`src/rtl/rtc_alarm_pkg.sv`:
```
package rtc_alarm_pkg;
  localparam int REG_W      = 8;
  localparam int VAL_W      = REG_W - 1;
  localparam int ADDR_W     = 4;
  localparam int NUM_FIELDS = 6;
  localparam int YEAR_W     = 16;

  localparam logic [ADDR_W-1:0] ADR_YLO = 4'd6;
  localparam logic [ADDR_W-1:0] ADR_YHI = 4'd7;
  localparam logic [ADDR_W-1:0] ADR_CTL = 4'd8;

  localparam int CTL_FLAG = 0;
  localparam int CTL_IE   = 1;
  localparam int CTL_YEN  = 2;
  localparam int CTL_W    = 3;
endpackage

```
`src/rtl/rtc_alarm_field.sv`:
```
module rtc_alarm_field #(
  parameter int W = 8
) (
  input  logic         clk,
  input  logic         por_n,
  input  logic         we,
  input  logic [W-1:0] wdata,
  input  logic [W-2:0] cnt,
  output logic [W-1:0] rdata,
  output logic         en,
  output logic         hit
);
  localparam int VW = W - 1;

  logic          en_q, en_d;
  logic [VW-1:0] val_q, val_d;

  always_comb begin
    en_d  = we ? wdata[VW]     : en_q;
    val_d = we ? wdata[VW-1:0] : val_q;
  end

  // compare enable: cleared only by power-on reset
  always_ff @(posedge clk or negedge por_n) begin
    if (!por_n) en_q <= 1'b0;
    else        en_q <= en_d;
  end

  // BCD value: no reset at all, held through every reset
  always_ff @(posedge clk) begin
    if (we) val_q <= val_d;
  end

  assign rdata = {en_q, val_q};
  assign en    = en_q;
  assign hit   = (val_q == cnt);
endmodule

```
`src/rtl/rtc_alarm_year.sv`:
```
module rtc_alarm_year #(
  parameter int DW = 16
) (
  input  logic            clk,
  input  logic [DW/8-1:0] we,
  input  logic [7:0]      wdata,
  input  logic [DW-1:0]   cnt,
  output logic [DW-1:0]   value,
  output logic            hit
);
  localparam int NB = DW / 8;

  for (genvar b = 0; b < NB; b++) begin : g_byte
    logic [7:0] byte_q, byte_d;
    always_comb byte_d = we[b] ? wdata : byte_q;
    always_ff @(posedge clk) begin
      if (we[b]) byte_q <= byte_d;
    end
    assign value[8*b +: 8] = byte_q;
  end

  assign hit = (value == cnt);
endmodule

```
`src/rtl/rtc_alarm_irq.sv`:
```
module rtc_alarm_irq
  import rtc_alarm_pkg::*;
(
  input  logic             clk,
  input  logic             por_n,
  input  logic             mrst_n,
  input  logic             ctl_we,
  input  logic [CTL_W-1:0] ctl_wdata,
  input  logic             match_all,
  output logic             flag,
  output logic             ie,
  output logic             yen,
  output logic             irq
);
  logic rst_any_n;
  logic flag_q, flag_d, ie_q, ie_d, yen_q, yen_d, match_q;
  logic set_ev, clr_ev;

  assign rst_any_n = por_n & mrst_n;

  always_comb begin
    set_ev = match_all & ~match_q;
    clr_ev = ctl_we & ~ctl_wdata[CTL_FLAG];
    flag_d = set_ev | (flag_q & ~clr_ev);
    ie_d   = ctl_we ? ctl_wdata[CTL_IE]  : ie_q;
    yen_d  = ctl_we ? ctl_wdata[CTL_YEN] : yen_q;
  end

  always_ff @(posedge clk or negedge rst_any_n) begin
    if (!rst_any_n) begin
      flag_q  <= 1'b0;
      ie_q    <= 1'b0;
      match_q <= 1'b0;
    end else begin
      flag_q  <= flag_d;
      ie_q    <= ie_d;
      match_q <= match_all;
    end
  end

  always_ff @(posedge clk or negedge por_n) begin
    if (!por_n) yen_q <= 1'b0;
    else        yen_q <= yen_d;
  end

  assign flag = flag_q;
  assign ie   = ie_q;
  assign yen  = yen_q;
  assign irq  = flag_q & ie_q;
endmodule

```
`src/rtl/rtc_alarm_cmp.sv`:
```
module rtc_alarm_cmp
  import rtc_alarm_pkg::*;
(
  input  logic              clk,
  input  logic              por_n,
  input  logic              mrst_n,
  input  logic              reg_we,
  input  logic [ADDR_W-1:0] reg_addr,
  input  logic [REG_W-1:0]  reg_wdata,
  output logic [REG_W-1:0]  reg_rdata,
  input  logic [VAL_W-1:0]  cnt_sec,
  input  logic [VAL_W-1:0]  cnt_min,
  input  logic [VAL_W-1:0]  cnt_hour,
  input  logic [VAL_W-1:0]  cnt_wday,
  input  logic [VAL_W-1:0]  cnt_day,
  input  logic [VAL_W-1:0]  cnt_mon,
  input  logic [YEAR_W-1:0] cnt_year,
  output logic              alarm_flag,
  output logic              irq
);
  localparam int YB = YEAR_W / 8;

  logic [VAL_W-1:0]      cnt_arr [NUM_FIELDS];
  logic [REG_W-1:0]      fld_rd  [NUM_FIELDS];
  logic [NUM_FIELDS-1:0] en_vec, hit_vec, ok_vec;
  logic [YEAR_W-1:0]     year_val;
  logic [YB-1:0]         year_we;
  logic                  year_hit, year_en, year_ok, any_en, match_all;
  logic                  ctl_we, ie;

  assign cnt_arr[0] = cnt_sec;
  assign cnt_arr[1] = cnt_min;
  assign cnt_arr[2] = cnt_hour;
  assign cnt_arr[3] = cnt_wday;
  assign cnt_arr[4] = cnt_day;
  assign cnt_arr[5] = cnt_mon;

  for (genvar i = 0; i < NUM_FIELDS; i++) begin : g_fld
    logic f_we;
    assign f_we = reg_we && (reg_addr == ADDR_W'(i));
    rtc_alarm_field #(.W(REG_W)) u_fld (
      .clk   (clk),
      .por_n (por_n),
      .we    (f_we),
      .wdata (reg_wdata),
      .cnt   (cnt_arr[i]),
      .rdata (fld_rd[i]),
      .en    (en_vec[i]),
      .hit   (hit_vec[i])
    );
  end

  assign year_we[0] = reg_we && (reg_addr == ADR_YLO);
  assign year_we[1] = reg_we && (reg_addr == ADR_YHI);
  assign ctl_we     = reg_we && (reg_addr == ADR_CTL);

  rtc_alarm_year #(.DW(YEAR_W)) u_year (
    .clk   (clk),
    .we    (year_we),
    .wdata (reg_wdata),
    .cnt   (cnt_year),
    .value (year_val),
    .hit   (year_hit)
  );

  always_comb begin
    ok_vec    = ~en_vec | hit_vec;
    year_ok   = ~year_en | year_hit;
    any_en    = (|en_vec) | year_en;
    match_all = (&ok_vec) & year_ok & any_en;
  end

  rtc_alarm_irq u_irq (
    .clk       (clk),
    .por_n     (por_n),
    .mrst_n    (mrst_n),
    .ctl_we    (ctl_we),
    .ctl_wdata (reg_wdata[CTL_W-1:0]),
    .match_all (match_all),
    .flag      (alarm_flag),
    .ie        (ie),
    .yen       (year_en),
    .irq       (irq)
  );

  always_comb begin
    reg_rdata = '0;
    for (int i = 0; i < NUM_FIELDS; i++) begin
      if (reg_addr == ADDR_W'(i)) reg_rdata = fld_rd[i];
    end
    if (reg_addr == ADR_YLO) reg_rdata = year_val[7:0];
    if (reg_addr == ADR_YHI) reg_rdata = year_val[15:8];
    if (reg_addr == ADR_CTL) reg_rdata = {{(REG_W-CTL_W){1'b0}}, year_en, ie, alarm_flag};
  end
endmodule

```
`config.mk`:
```
export PLATFORM = sky130hd
export DESIGN_NAME = rtc_alarm_cmp
export DESIGN_NICKNAME = d
export VERILOG_FILES = /design/src/rtl/rtc_alarm_pkg.sv /design/src/rtl/rtc_alarm_field.sv /design/src/rtl/rtc_alarm_year.sv /design/src/rtl/rtc_alarm_irq.sv /design/src/rtl/rtc_alarm_cmp.sv
export SDC_FILE = /design/constraint.sdc
export NUM_CORES = 1
export LEC_CHECK = 0
export BUFFER_PORTS_ARGS = -buffer_cell sky130_fd_sc_hd__buf_2
export CAP_MARGIN = 20
export CORE_UTILIZATION = 50
export CTS_BUF_LIST = sky130_fd_sc_hd__clkbuf_16
export DETAILED_ROUTE_END_ITERATION = 7
export GPL_TIMING_DRIVEN = 0
export PLACE_DENSITY = 0.74
export RECOVER_POWER = 25
export SYNTH_ARGS = -nofsm -noshare
export SYNTH_HDL_FRONTEND = slang
export SYNTH_SLANG_ARGS = --single-unit
export TNS_END_PERCENT = 100
```
`constraint.sdc`:
```
create_clock -name clk -period 2.55 [get_ports clk]
set_clock_uncertainty 0.2 [all_clocks]
set_input_delay 0.1275 -clock clk [delete_from_list [all_inputs] [get_ports clk]]
set_output_delay 0.1275 -clock clk [all_outputs]
set_load 0.01 [all_outputs]
```
==> impl_metrics.json, run 1 <==
{
  "outcome": "finished clean",
  "end_kind": "output port",
  "dieArea_um2": 7330,
  "grt_max_degree": 14,
  "syn_nets": 310,
  "drt-vias-per-instance": 5.69,
  "timing.slew.headroom_pct": 37.2,
  "drv_slew": 0,
  "clock_latency_ns": 0.33,
  "core-area_um2": 6760,
  "die_w_um": 85.6,
  "power_density_nw_per_um2": 722,
  "worst_pin_slew_ns": 0.939,
  "grt.overflow.total": 0,
  "ant_nets": 0,
  "max_stage_delay_ns": 0.51,
  "antenna_found_initial": 0,
  "power_w": 0.00323,
  "initialDrtViolationCount": 216,
  "numCtsBuffers": 9,
  "synthArstFlopShare_pct": 14.7,
  "synth_cell_type_count": 34,
  "worst-setup-path-type": "reg -> out",
  "critical_path.max_fanout": 2,
  "io_pins": 84,
  "fill_cells": 503,
  "chipHeight_um": 85.6,
  "cts_buffer_depth": 2,
  "rows": 30,
  "gp_congestion": 0.870,
  "ys_seq_elements": 68,
  "vias": 2413,
  "max_freq_ghz": 0.499,
  "grt_pass1_vias": 2444,
  "p_leak_nw": 1.67,
  "dpl.hpwl_um": 6360,
  "hold_ws_ns": 0.0396,
  "finalSetupViolCount": 0,
  "yosys.area.top_type_share_pct": 49.8,
  "crit_path_cell_trace": "mux4_2, mux2i_1, o21ai_0, buf_2",
  "port_buffers": 81,
  "antenna_cells": 0,
  "synth_area_leaders": "edfxtp_1 50%, xnor2_1 11%, dfrtp_1 7.2%",
  "layout-drive-gt1-share_pct": 36.9,
  "period_minus_slack_ns": 2.00,
  "clk_pin_slew_ns": 0.06,
  "yosysMostFrequentCell": "edfxtp_1",
  "required_ns": 2.22,
  "cts_tree": "done",
  "crit_slowest_cell": "mux4_2",
  "synth.avg_cell_area_um2": 14.8,
  "cts_num_sinks": 68,
  "cp-start-kind": "flip-flop",
  "cts_setup_buffers": 0,
  "start_util_pct": 51.7,
  "synth_edf_count": 58,
  "wl_per_cell_um": 20.0,
  "dr.pass1.iters": 4,
  "area_growth_pct": 28.0,
  "netlist_instances": 236,
  "yosysWarnings": 0,
  "synthTopCellsByCount": "58 x edfxtp_1, 43 x xnor2_1, 15 x nand4_1, 15 x xor2_1",
  "seq_area_frac_synth_pct": 57.0,
  "period_share_pct": 78.6,
  "max-vdd-ir-drop_v": 0.000396,
  "htreeDepth": 3,
  "rsz0062_at_grt": "no",
  "hold_path_class": "in -> async",
  "clock-root-buffer": "clkbuf_16",
  "wl_um": 8460,
  "drc": 0,
  "syn_area_um2": 3500,
  "synth_top_area_cell": "edfxtp_1",
  "finalNetCount": 413,
  "cp.arrival_ns": 1.68,
  "cap_violations": 0,
  "cts_resized": 0,
  "synth-main-ff-cell": "edfxtp_1",
  "hold_viol_final": 0,
  "grt_pass1_wl_um": 13100,
  "grt_use_total_pct": 25.1
}
-- path summary, 6_finish.rpt --
kind	startpoint	to	slack (ns)	cells after the start
max	g_fld[3].u_fld.val_q[4]	reg_rdata[4]	0.55	4
min	mrst_n	u_irq.ie	0.04	3
max reg2reg	g_fld[4].u_fld.val_q[1]	u_irq.flag	0.60	5
min reg2reg	u_irq.match_q	u_irq.flag	0.25	1
max in group asynchronous	por_n	g_fld[3].u_fld.en	1.30	3
min in group clk	reg_addr[1]	g_fld[4].u_fld.val_q[0]	0.07	2
-- repair_timing --
action,in CTS,in global routing
endpoints found under the setup margin,0,0
hold buffers,11,0
hold endpoints to repair,76,0
-- report_power, final --
| part | internal, W | total, W | switching (W) |
|---|---|---|---|
| clock | 0.00105 | 0.00151 | 0.000459 |
| combinational | 0.000206 | 0.000399 | 0.000193 |
| sequential | 0.00127 | 0.00132 | 0.0000546 |
-- layout by cell type, fill, tap and decap left out, types with 2 or more instances in the layout --
master / synthesis / layout
nor2_1: 8 / 8
xor2_1: 15 / 15
mux2_2: 9 / 9
mux4_2: 11 / 11
o22ai_1: 4 / 4
clkbuf_16: 0 / 9
nand4_1: 15 / 15
dlygate4sd3_1: 0 / 11
o21ai_0: 8 / 8
edfxtp_1: 58 / 58
o41ai_1: 5 / 5
nor3_2: 2 / 2
nor3b_2: 2 / 2
mux2i_1: 11 / 11
bufinv_16: 0 / 4
dfrtp_1: 10 / 10
xnor2_1: 43 / 43
nand2_1: 8 / 8
nand3_1: 2 / 2
clkbuf_1: 0 / 6
buf_2: 4 / 79
inv_1: 4 / 5
-- worst max-delay path, delay by kind of cell, from the launching register on --
kind,cells,cell delay [ns]
muxes,2,0.68
DFF,1,0.41
buffers and inverters,1,0.15
AOI/OAI and AO/OA,1,0.11
-- layer usage --
metal / track usage [%] / share of wire (%) / vias to the layer above
met1: 33.8 / 44 / 1170
met3: 4.23 / 6.7 / 14
met5: 0 / 0 / -
met2: 41.7 / 48 / 118
met4: 8.79 / 1.9 / 0
li1: - / - / 1111
-- sequential cells by signal, summed over array words and instances (netlist names) --
signal / flops
u_irq.ie: 1
u_irq.match_q: 1
u_irq.yen: 1
u_year.g_byte.byte_q: 16
g_fld.u_fld.val_q: 42
u_irq.flag: 1
g_fld.u_fld.en: 6
-- metrics by stage --
stage	instances	setup TNS [ns]	cell area, um2	setup WS, ns	utilization (%)
final	424	0	4480	0.545	66.2
after global placement	397	-0.408	4000	-0.0512	59.2
after detailed placement	397	0	4010	0.358	59.3
after floorplan	236	0	3500	0.367	-
after CTS	424	0	4480	0.535	66.4
after global routing	424	0	4480	0.479	66.2
-- logic make-up after synthesis --
logic type,after synthesis,synth area share [%]
flip-flops,68,57.0
XOR/XNOR,58,14.5
AND/OR/NAND/NOR,45,8.20
multiplexers,31,13.1
AO/OA/AOI/OAI,22,4.62
buffers and inverters,12,2.54
-- area by class of cell --
| cell class | count | area [um2] | area share [%] |
|---|---|---|---|
| sequential | 68 | 1990 | 44.5 |
| clock buffer | 9 | 225 | 5.03 |
| timing repair buffer | 92 | 508 | 11.4 |
| tap | 80 | 100 | 2.24 |
| inverter | 4 | 15.0 | 0.335 |
| clock inverter | 7 | 140 | 3.13 |
| buffer | 8 | 73.8 | 1.65 |
| multi-input combinational | 156 | 1420 | 31.8 |
(Power assumes the default switching activity.)
==> inputs of run 2 (changes only) <==
clock period = 2.05 ns   (was 2.55 ns; I/O delays follow)
==> run 2 against run 1 <==
  * Core utilization down 0.24 points
  * Register-to-register slack worse by 0.50 ns
  * Via count down 0.66%
  * Final cell count up 0.71%
  * Non-clock buffer count up 3
  * Sequential share of layout area up 0.16 points
  * Worst hold slack worse by 0.011 ns
  * Sequential power up 25%
  * Total power up 16%
  * Clock power up 5%
  * Combinational power up 26%
  * Flip-flop and latch count unchanged
  * Critical path type unchanged
  * Critical endpoint is now reg_rdata[3]
==> impl_metrics.json, run 2 (synthesized netlist as in run 1, its figures left out) <==
{
  "finalNetCount": 416,
  "start_util_pct": 51.7,
  "max-vdd-ir-drop_v": 0.000541,
  "top_layer": "met4",
  "fin_area_um2": 4460,
  "numCtsBuffers": 9,
  "max_freq_ghz": 0.500,
  "wl_um": 8770,
  "crit_path_cell_trace": "mux4_2, mux2i_1, o21ai_0, buf_2",
  "wirelength_met1_um": 3600,
  "initialDrtViolationCount": 170,
  "largest_register_ffs": 42,
  "finalSetupViolCount": 0,
  "worst_pin_slew_ns": 0.946,
  "dpl.hpwl_um": 6520,
  "required_ns": 1.75,
  "grt_pass1_wl_um": 13400,
  "cts_tree": "done",
  "core-area_um2": 6760,
  "antenna_found_initial": 0,
  "ant_nets": 0,
  "port_buffers": 81,
  "chipHeight_um": 85.6,
  "hold_viol_final": 0,
  "final_common_cell": "buf_2",
  "die_w_um": 85.6,
  "outcome": "finished clean",
  "period_minus_slack_ns": 2.00,
  "hold_path_class": "in -> async",
  "end_kind": "output port",
  "cp-start-kind": "flip-flop",
  "drv_slew": 0,
  "cts_buffer_depth": 2,
  "io_pins": 84,
  "place_area_um2": 4010,
  "antenna_cells": 0,
  "crit_slowest_cell": "mux4_2",
  "timing.slew.headroom_pct": 36.8,
  "cp.arrival_ns": 1.70,
  "layout-drive-gt1-share_pct": 37.2,
  "power_w": 0.00374,
  "dieArea_um2": 7330,
  "regMostFlops": "g_fld.u_fld.val_q",
  "dr.pass1.iters": 4,
  "vias": 2397,
  "max_stage_delay_ns": 0.52,
  "period_share_pct": 97.6,
  "final_cell_mix": "79 x buf_2, 58 x edfxtp_1, 42 x xnor2_1, 15 x nand4_1, 15 x xor2_1",
  "gp_congestion": 0.835,
  "wl_met2_um": 4420,
  "critical_path.max_fanout": 2,
  "rows": 30,
  "drc": 0,
  "wl_met3_um": 554,
  "worst-setup-path-type": "reg -> out",
  "power_density_nw_per_um2": 839,
  "place_ws_ns": -0.101,
  "grt_pass1_vias": 2429,
  "wl_per_cell_um": 20.5,
  "grt_max_degree": 12,
  "cap_violations": 0,
  "clk_pin_slew_ns": 0.05,
  "cts_num_sinks": 68,
  "clock_latency_ns": 0.33,
  "rsz0062_at_grt": "no",
  "grt.overflow.total": 0,
  "finalWorstSetupSlack_ns": 0.0488,
  "drt-vias-per-instance": 5.61,
  "grt_use_total_pct": 25.7,
  "htreeDepth": 3,
  "p_leak_nw": 1.67,
  "clock-root-buffer": "clkbuf_16",
  "area_growth_pct": 27.6
}
==> run 2: changes by cell type in the layout (fill, tap and decap cells not counted) <==
cell and delta:
xnor2_1 -1, clkinv_1 +1, bufinv_16 -2, dlygate4sd3_1 +1, clkinv_2 +1, o41ai_1 -1, inv_1 +1, buf_4 +2
inv_6 -1, xnor2_2 +1, and2_0 -1, o41ai_2 +1, and2_1 +1
==> run 2: final timing paths <==
kind                                                 start                      end  slack [ns]  cells past startpoint
worst max register to register  u_year.g_byte[0].byte_q[3]               u_irq.flag        0.10                      5
worst min register to register               u_irq.match_q               u_irq.flag        0.25                      1
worst min-delay path                                 por_n               u_irq.flag        0.03                      3
max in group asynchronous                            por_n                u_irq.yen        0.86                      3
worst max-delay path               g_fld[3].u_fld.val_q[3]             reg_rdata[3]        0.05                      4
min in group clk                               reg_addr[1]  g_fld[5].u_fld.val_q[0]        0.05                      2
==> run 2: metal layers <==
layer | global-route usage (%) | vias up
met5 | 0 | -
met4 | 8.64 | 0
met3 | 5.68 | 18
met2 | 42.7 | 108
met1 | 33.7 | 1151
li1 | - | 1120
==> run 2: area by class of cell <==
cell class / count / area, um2
fillers: 551 / 2300
flip-flops and latches: 68 / 1990
repair buffers: 95 / 533
clock buffers: 9 / 225
plain buffers: 8 / 73.8
clock inverters: 7 / 83.8
well taps: 80 / 100
multi-input cells: 156 / 1440
inverters: 4 / 15.0
==> run 2: what timing repair did <==
action / in CTS / in global routing
setup buffers: 0 / 2
endpoints found under the hold margin: 77 / 0
gates resized for setup: 0 / 2
setup endpoints to repair: 0 / 2
hold buffers: 12 / 0
==> run 2: where the power goes <==
group	leakage [nW]	switching, W	internal, W	total (W)
combinational	0.867	0.000241	0.000261	0.000502
sequential	0.647	0.0000681	0.00158	0.00165
clock	0.155	0.000546	0.00105	0.00159
total	1.67	0.000855	0.00289	0.00374
==> run 2: stage by stage <==
stage	TNS, ns	util (%)	std cells	hold WS (ns)
2_1_floorplan	0	-	236	-0.393
3_3_place_gp	-0.0537	59.3	397	-0.248
3_5_place_dp	-0.451	59.3	397	-0.246
4_1_cts	0	65.7	425	0.0347
5_1_grt	0	66.0	427	0.0505
6_report	0	66.0	427	0.0289
==> run 2: worst max-delay path, delay by kind of cell (launching register included) <==
family | cells | cell delay (ns)
buf+inv | 1 | 0.16
compound gates | 1 | 0.11
mux | 2 | 0.70
flops | 1 | 0.41
==> inputs of run 3 (changes only) <==
CELL_PAD_IN_SITES_DETAIL_PLACEMENT = 1   (was default)
CELL_PAD_IN_SITES_GLOBAL_PLACEMENT = 2   (was default)
CORE_UTILIZATION = 37   (was 50)
PLACE_DENSITY = 0.79   (was 0.74)
==> run 3 against run 2 <==
  * Highest routed layer unchanged
  * Setup slack better by 0.019 ns
  * Sequential share of layout area down 0.67 points
  * Critical endpoint is now reg_rdata[2]
  * Core utilization down 17 points
==> impl_metrics.json, run 3 (synthesized netlist as in run 1, its figures left out) <==
{
  "hold_path_class": "in -> reg",
  "required_ns": 1.75,
  "rsz0062_at_grt": "no",
  "outcome": "finished clean",
  "r2r_start": "u_year.g_byte[0].byte_q[3]",
  "end_kind": "output port",
  "pwr-share-comb_pct": 13.7,
  "clock_latency_ns": 0.33,
  "finalNetCount": 417,
  "wl_met2_um": 4980,
  "swShare_pct": 23.7,
  "worst-setup-path-type": "reg -> out",
  "ant_nets": 0,
  "core-area_um2": 9200,
  "period_minus_slack_ns": 1.98,
  "cts_tree": "done",
  "seqCellArea_um2": 1990,
  "grt_pass1_wl_um": 15000,
  "initialDrtViolationCount": 155,
  "drv_slew": 0,
  "port_buffers": 81,
  "htreeDepth": 3,
  "dieArea_um2": 9840,
  "multi_input_area_um2": 1450,
  "max-vdd-ir-drop_v": 0.000383,
  "power_density_nw_per_um2": 841,
  "antenna_found_initial": 0,
  "cap_violations": 0,
  "start_util_pct": 38.0,
  "clock-root-buffer": "clkbuf_16",
  "wl_um": 9930,
  "drt-vias-per-instance": 5.34,
  "die_w_um": 99.2,
  "critical_path.max_fanout": 2,
  "regMostFlops": "g_fld.u_fld.val_q",
  "numCtsBuffers": 9,
  "worstHoldStart": "reg_addr[1]",
  "dr.pass1.iters": 4,
  "area_growth_pct": 29.5,
  "cp-start-kind": "flip-flop",
  "grt_max_degree": 13,
  "wl_met3_um": 611,
  "finalSetupViolCount": 0,
  "p_int_w": 0.00290,
  "max_freq_ghz": 0.505,
  "place_ws_ns": -0.256,
  "pwr-share-seq_pct": 43.3,
  "top_layer": "met4",
  "dpl.hpwl_um": 7630,
  "hold_ws_ns": 0.0440,
  "reg2regPathDepth": 5,
  "cp.arrival_ns": 1.68,
  "clk_pin_slew_ns": 0.06,
  "timing.slew.headroom_pct": 36.3,
  "gp_congestion": 0.783,
  "wl_per_cell_um": 21.6,
  "drc": 0,
  "p_leak_nw": 1.69,
  "final_common_cell": "buf_2",
  "chipHeight_um": 99.2,
  "layout-drive-gt1-share_pct": 37.6,
  "grt_pass1_vias": 2599,
  "p_sw_w": 0.000902,
  "worst_pin_slew_ns": 0.954,
  "r2r_setup_slack_ns": 0.11,
  "fill_cells": 974,
  "period_share_pct": 96.7,
  "io_pins": 84,
  "antenna_cells": 0,
  "p_clk_share_pct": 43.0,
  "grt.overflow.total": 0,
  "timing.rr.end": "u_irq.flag",
  "cts_num_sinks": 68,
  "cts_buffer_depth": 2,
  "vias": 2449,
  "whs_endpoint": "g_fld[5].u_fld.val_q[4]",
  "finalWorstSetupSlack_ns": 0.0679,
  "wirelength_met1_um": 4210,
  "largest_register_ffs": 42,
  "whs_path_depth": 2,
  "rows": 35,
  "final_cell_mix": "79 x buf_2, 58 x edfxtp_1, 42 x xnor2_1, 15 x nand4_1, 15 x xor2_1",
  "grt_use_total_pct": 21.5,
  "hold_viol_final": 0
}
==> run 3: cell count changes in the layout (fill, tap and decap cells not counted), sizes merged <==
| cell | change |
|---|---|
| clkinvlp | -1 |
| clkinv | +1 |
| buf | +1 |
==> run 3: per-stage QoR <==
stage / utilization (%) / instances / TNS (ns) / area (um2) / power (W)
final: 49.2 / 459 / 0 / 4530 / 0.00381
after global routing: 49.2 / 459 / 0 / 4530 / 0.00393
after CTS: 48.8 / 456 / 0 / 4490 / 0.00382
after detailed placement: 44.0 / 428 / -2.25 / 4050 / 0.00216
after global placement: 44.0 / 428 / -0.816 / 4050 / 0.00215
after floorplan: - / 236 / 0 / 3500 / 0.00193
==> run 3: layout make-up <==
cell class | count | share of cell area [%]
repair buffers | 96 | 11.9
clock buffers | 9 | 4.98
well taps | 111 | 3.07
clock inverters | 7 | 1.96
inverters | 4 | 0.332
plain buffers | 8 | 1.63
multi-input cells | 156 | 32.1
flip-flops and latches | 68 | 44.0
==> run 3: how the worst max path moves through the flow <==
stage	startpoint	to	slack, ns	cells past startpoint
finish	g_fld[5].u_fld.val_q[2]	reg_rdata[2]	0.07	4
global route	g_fld[2].u_fld.val_q[3]	reg_rdata[3]	0.002	4
CTS	u_year.g_byte[0].byte_q[3]	u_irq.flag	0.02	5
detailed placement	reg_addr[0]	g_fld[2].u_fld.en	-0.26	5
global placement	reg_addr[0]	g_fld[2].u_fld.en	-0.11	5
floorplan	reg_addr[0]	u_year.g_byte[0].byte_q[0]	0.28	4
==> run 3: layer usage <==
metal / vias up / track usage (%)
li1: 1124 / -
met1: 1215 / 28.2
met2: 100 / 36.4
met3: 10 / 3.30
met4: 0 / 7.69
met5: - / 0
==> run 3: critical path, stage by stage (launching register included) <==
cell,delay [ns]
edfxtp_1,0.42
mux4_2,0.49
mux2i_1,0.19
o31ai_1,0.10
buf_2,0.15
==> run 3: timing repair <==
item / 4_1_cts / 5_1_grt
gates cloned: 0 / 0
hold buffers: 12 / 0
setup endpoints to repair: 1 / 4
setup buffers: 0 / 3
endpoints found under the hold margin: 76 / 0
gates resized for setup: 1 / 4
==> run 3: power by group through the flow <==
stage,combinational [W],sequential [W],clock [W]
final,0.000522,0.00165,0.00164
after detailed placement,0.000493,0.00167,0
after floorplan,0.000283,0.00165,0
after global routing,0.000562,0.00166,0.00171
after CTS,0.000514,0.00164,0.00166
after global placement,0.000480,0.00167,0
